`src/rtl/edpd_pulse_ctrl.sv`:
```
module edpd_pulse_ctrl #(
  parameter int CNT_W   = 16,
  parameter int TX_IVL0 = 1000,
  parameter int TX_IVL1 = 2000,
  parameter int TX_IVL2 = 4000,
  parameter int TX_IVL3 = 8000,
  parameter int RX_WIN0 = 500,
  parameter int RX_WIN1 = 1000,
  parameter int RX_WIN2 = 2000,
  parameter int RX_WIN3 = 4000
) (
  input  logic       clk,
  input  logic       rst_n,
  input  logic       pd_active,
  input  logic       tx_pulse_en,
  input  logic [1:0] tx_ivl_sel,
  input  logic       rx_single_wake,
  input  logic [1:0] rx_win_sel,
  input  logic       rx_pulse,
  output logic       tx_pulse,
  output logic       wake
);

  logic [CNT_W-1:0] tx_ivl, rx_win, tx_cnt, win_cnt;
  logic             armed, woke;
  logic             tx_run;

  assign tx_run = pd_active & tx_pulse_en;

  always_comb begin
    case (tx_ivl_sel)
      2'd0:    tx_ivl = CNT_W'(TX_IVL0);
      2'd1:    tx_ivl = CNT_W'(TX_IVL1);
      2'd2:    tx_ivl = CNT_W'(TX_IVL2);
      default: tx_ivl = CNT_W'(TX_IVL3);
    endcase
    case (rx_win_sel)
      2'd0:    rx_win = CNT_W'(RX_WIN0);
      2'd1:    rx_win = CNT_W'(RX_WIN1);
      2'd2:    rx_win = CNT_W'(RX_WIN2);
      default: rx_win = CNT_W'(RX_WIN3);
    endcase
  end

  always_ff @(posedge clk or negedge rst_n) begin
    if (!rst_n) begin
      tx_cnt   <= '0;
      tx_pulse <= 1'b0;
    end else if (!tx_run) begin
      tx_cnt   <= '0;
      tx_pulse <= 1'b0;
    end else if (tx_cnt >= tx_ivl - 1'b1) begin
      tx_cnt   <= '0;
      tx_pulse <= 1'b1;
    end else begin
      tx_cnt   <= tx_cnt + 1'b1;
      tx_pulse <= 1'b0;
    end
  end

  always_ff @(posedge clk or negedge rst_n) begin
    if (!rst_n) begin
      armed   <= 1'b0;
      win_cnt <= '0;
      woke    <= 1'b0;
      wake    <= 1'b0;
    end else if (!pd_active) begin
      armed   <= 1'b0;
      win_cnt <= '0;
      woke    <= 1'b0;
      wake    <= 1'b0;
    end else begin
      wake <= 1'b0;
      if (!woke) begin
        if (rx_pulse) begin
          if (rx_single_wake || armed) begin
            wake  <= 1'b1;
            woke  <= 1'b1;
            armed <= 1'b0;
          end else begin
            armed   <= 1'b1;
            win_cnt <= CNT_W'(1);
          end
        end else if (armed) begin
          if (win_cnt >= rx_win) armed <= 1'b0;
          else                   win_cnt <= win_cnt + 1'b1;
        end
      end
    end
  end

  p_tx_gated_r1: assert property (@(posedge clk) disable iff (!rst_n)
    !tx_run |=> !tx_pulse);

  p_single_wake_r3: assert property (@(posedge clk) disable iff (!rst_n)
    pd_active && rx_single_wake && rx_pulse && !woke |=> wake);

  p_pair_wake_r4: assert property (@(posedge clk) disable iff (!rst_n)
    pd_active && !rx_single_wake && armed && rx_pulse && !woke |=> wake);

  p_late_rearm_r5: assert property (@(posedge clk) disable iff (!rst_n)
    pd_active && armed && !rx_pulse && !woke && win_cnt >= rx_win |=> !armed);

  p_wake_single_cycle_r6: assert property (@(posedge clk) disable iff (!rst_n)
    wake |=> !wake);

  p_idle_quiet_r7: assert property (@(posedge clk) disable iff (!rst_n)
    !pd_active |=> !wake && !tx_pulse && !armed);

  p_wake_cause_r8: assert property (@(posedge clk) disable iff (!rst_n)
    wake |-> $past(rx_pulse && pd_active));

endmodule

```
`config.mk`:
```
export PLATFORM = sky130hd
export DESIGN_NAME = edpd_pulse_ctrl
export DESIGN_NICKNAME = d
export VERILOG_FILES = /design/src/rtl/edpd_pulse_ctrl.sv
export SDC_FILE = /design/constraint.sdc
export NUM_CORES = 1
export LEC_CHECK = 0
export BUFFER_PORTS_ARGS = -buffer_cell sky130_fd_sc_hd__buf_4
export CORE_MARGIN = 2
export CORE_UTILIZATION = 45
export DETAILED_ROUTE_END_ITERATION = 8
export GPL_TIMING_DRIVEN = 0
export HOLD_SLACK_MARGIN = 0.05
export PLACE_DENSITY = 0.7
export SYNTH_ARGS = -nofsm -noshare
export SYNTH_HDL_FRONTEND = slang
export SYNTH_SLANG_ARGS = --single-unit
```
`constraint.sdc`:
```
create_clock -name clk -period 2.05 [get_ports clk]
set_clock_uncertainty 0.2 [all_clocks]
set_input_delay 0.205 -clock clk [delete_from_list [all_inputs] [get_ports clk]]
set_output_delay 0.205 -clock clk [all_outputs]
set_load 0.02 [all_outputs]
```
==> results.sh <==
export IMPL_status="complete, but fails checks"
export IMPL_violations="negative setup slack"
export IMPL_synthCells=224
export IMPL_numCtsBuffers=5
export IMPL_crit_chain="ha_1 -> nand3_2 -> a2111o_1 -> nand3_2 -> buf_6 -> nor3_2 -> o22a_1"
export IMPL_layout_drive_gt1_share=0.318
export IMPL_clockBufferDepth=2
export IMPL_grt_first_pass_wirelength_mm=8.28
export IMPL_holdPathEnd="win_cnt[0]"
export IMPL_die_y_um=73.8
export IMPL_cts_tree="built"
export IMPL_fin_area_mm2=0.00291
export IMPL_vdd_drop_max_mv=0.406
export IMPL_die_area_mm2=0.00544
export IMPL_vias_per_cell=5.79
export IMPL_place_congestion=0.814
export IMPL_cp_slowest_cell="a2111o_1"
export IMPL_coreArea_mm2=0.00469
export IMPL_rsz0062_at_grt="true"
export IMPL_finalNetCount=296
export IMPL_crit_path_start_kind="flip-flop"
export IMPL_route_detailed_drc=0
export IMPL_min_path_type="in2reg"
export IMPL_grt_pass1_vias=1829
export IMPL_async_flop_share=1.00
export IMPL_yosysUniqueCellTypes=46
export IMPL_clk_pin_slew_worst_paths_ps=80
export IMPL_ioPinCount=12
export IMPL_worstHoldStart="rx_pulse"
export IMPL_mostFrequentLayoutCells="dfrtp_1 (35), buf_4 (23), ha_1 (18)"
export IMPL_portBuffers=11
export IMPL_drtPass1Iterations=5
export IMPL_reg2reg_to="win_cnt[11]"
export IMPL_cp_arrival_ps=2080
export IMPL_path_max_fanout=9
export IMPL_leakagePower_nw=1.23
export IMPL_drtAntennaViolNets=0
export IMPL_cp_required_ps=2030
export IMPL_syn_to_final_growth_pct=32.9
export IMPL_grt_overflow_total=0
export IMPL_clock_fmax_mhz=477
export IMPL_cp_end_kind="flip-flop"
export IMPL_synth_edf_count=0
export IMPL_relSlewSlack=0.623
export IMPL_top_layer="met4"
export IMPL_clock_latency_ps=290
export IMPL_cpMostUsedCell="nand3_2"
export IMPL_worst_setup_path_type="reg2reg"
export IMPL_die_w_um=73.8
export IMPL_dp_hpwl_mm=3.08
export IMPL_finalSetupViolations=15
export IMPL_final_hold_violation_count=0
export IMPL_placed_area_mm2=0.00235
export IMPL_yosysSeqAreaShare=0.411
export IMPL_worstHoldPathCells=3
export IMPL_dpl_worst_slack_ps=-490
export IMPL_nFillCells=363
export IMPL_diodes=0
export IMPL_cts_root_buffer="clkbuf_8"
export IMPL_mostFrequentLayoutCell="dfrtp_1"
export IMPL_drv_cap=0
export IMPL_start_util=0.467
export IMPL_drv_slew=0
export IMPL_max_stage_delay_ps=480
export IMPL_antenna_found_initial=0
export IMPL_r2r_start="win_cnt[9]"
export IMPL_grt_max_degree=37
export IMPL_drt_iter0_markers=127
export IMPL_drt_met1_wl_mm=2.25
export IMPL_rows=25
export IMPL_numClockSinks=36
export IMPL_r2r_cells=7
export IMPL_synth_seq_cells=36
export IMPL_wl_mm=4.97
export IMPL_min_period_ps=2100
export IMPL_wl_met2_mm=2.38
export IMPL_power_density_mw_per_mm2=552
export IMPL_fin_crit_sh=1.02
export IMPL_dr_wl_met3_um=211
export IMPL_worstMarginPinSlew_ps=565
export IMPL_syn_area_mm2=0.00219
export IMPL_syn_area_per_cell_um2=9.78
export IMPL_h_tree_depth=2
export IMPL_reg2reg_setup_slack_ps=-50
export IMPL_grt_usage=0.199
export IMPL_worst_slack_ps=-48.5
export IMPL_synth_flop_cell="dfrtp_1"
export IMPL_vias=1841
export IMPL_ys_warn_count=0
export IMPL_routedWlPerCell_um=15.6
## worst max path at each step
stage | start | to | slack (ps) | cells after the start
finish | win_cnt[9] | win_cnt[11] | -50 | 7
global route | win_cnt[9] | win_cnt[1] | -140 | 7
CTS | win_cnt[15] | win_cnt[8] | -30 | 6
detailed placement | tx_ivl_sel[1] | tx_cnt[8] | -490 | 10
global placement | tx_ivl_sel[1] | tx_cnt[10] | -470 | 10
floorplan | win_cnt[10] | win_cnt[9] | -10 | 6
## per-stage QoR
step	utilization	std cells	total power (W)	TNS [ps]	hold slack, ps
final	0.620	318	0.00160	-297	59.9
after global routing	0.620	318	0.00168	-2220	95.8
after CTS	0.574	314	0.00159	-234	52.5
after detailed placement	0.501	290	0.000929	-7400	-7.31
after global placement	0.501	290	0.000924	-6830	-6.99
after floorplan	-	225	0.000862	-10.2	-291
## worst max-delay path, delay by kind of cell (launching register included)
family	cells	cell delay [ps]
fa+ha+maj	1	310
compound gates	2	680
buf+inv	1	150
flops	1	420
simple gates	3	230
## flip-flops by register name, indices dropped and copies added, names as in the netlist
| register | cells |
|---|---|
| tx_cnt | 16 |
| win_cnt | 16 |
| armed | 1 |
| tx_pulse | 1 |
| wake | 1 |
| woke | 1 |
## repair_timing
| item | in CTS | in global routing |
|---|---|---|
| hold endpoints to repair | 40 | 0 |
| hold buffers | 4 | 0 |
| endpoints found under the setup margin | 29 | 31 |
| setup buffers | 10 | 4 |
| pin swaps | 17 | 15 |
| gates cloned | 2 | 0 |
| resized for setup | 20 | 38 |
## final cells by class
type | count | area, um^2 | share of cell area
Buffer | 4 | 33.8 | 0.0116
Clock buffer | 5 | 68.8 | 0.0237
Clock inverter | 3 | 42.5 | 0.0146
Inverter | 16 | 60.1 | 0.0206
Multi-Input combinational cell | 169 | 1480 | 0.508
Sequential cell | 36 | 902 | 0.310
Tap cell | 54 | 67.6 | 0.0232
Timing Repair Buffer | 31 | 255 | 0.0877
## synthesized netlist by cell type, types with 2 or more instances
master	instances	area [um^2]
dfrtp_1	36	901
ha_1	23	288
nor2_1	23	86.3
nand3_1	17	85.1
inv_1	16	60.1
nand2_1	15	56.3
o21ai_0	11	55.1
xnor2_1	8	70.1
nor3_1	7	35.0
and3_1	6	37.5
o31ai_1	6	45.0
o211ai_2	5	62.6
a21oi_1	4	20.0
xor2_1	4	35.0
nand4_1	3	18.8
o22a_1	3	26.3
a211oi_1	2	15.0
a21o_1	2	15.0
clkbuf_1	2	7.51
o2111ai_1	2	17.5
o211ai_1	2	15.0
or2_2	2	12.5
or3_1	2	12.5
## cells by family after synthesis
group,synth area share
other,0.00171
muxes,0.00457
and+or+nand+nor,0.197
xor gates and xnor gates,0.0480
adders and majority gates,0.131
DFF,0.411
AOI/OAI and AO/OA,0.169
buffers and inverters,0.0377
## power breakdown
part           internal (W)  switching [W]
sequential         0.000727      0.0000149
clock              0.000360       0.000270
combinational     0.0000996       0.000134
## metal layers
layer / vias up / GRT usage
li1: 880 / -
met1: 894 / 0.271
met2: 53 / 0.310
met3: 14 / 0.0453
met4: 0 / 0.0727
met5: - / 0
Note: power is estimated with default switching activity, not from simulation.
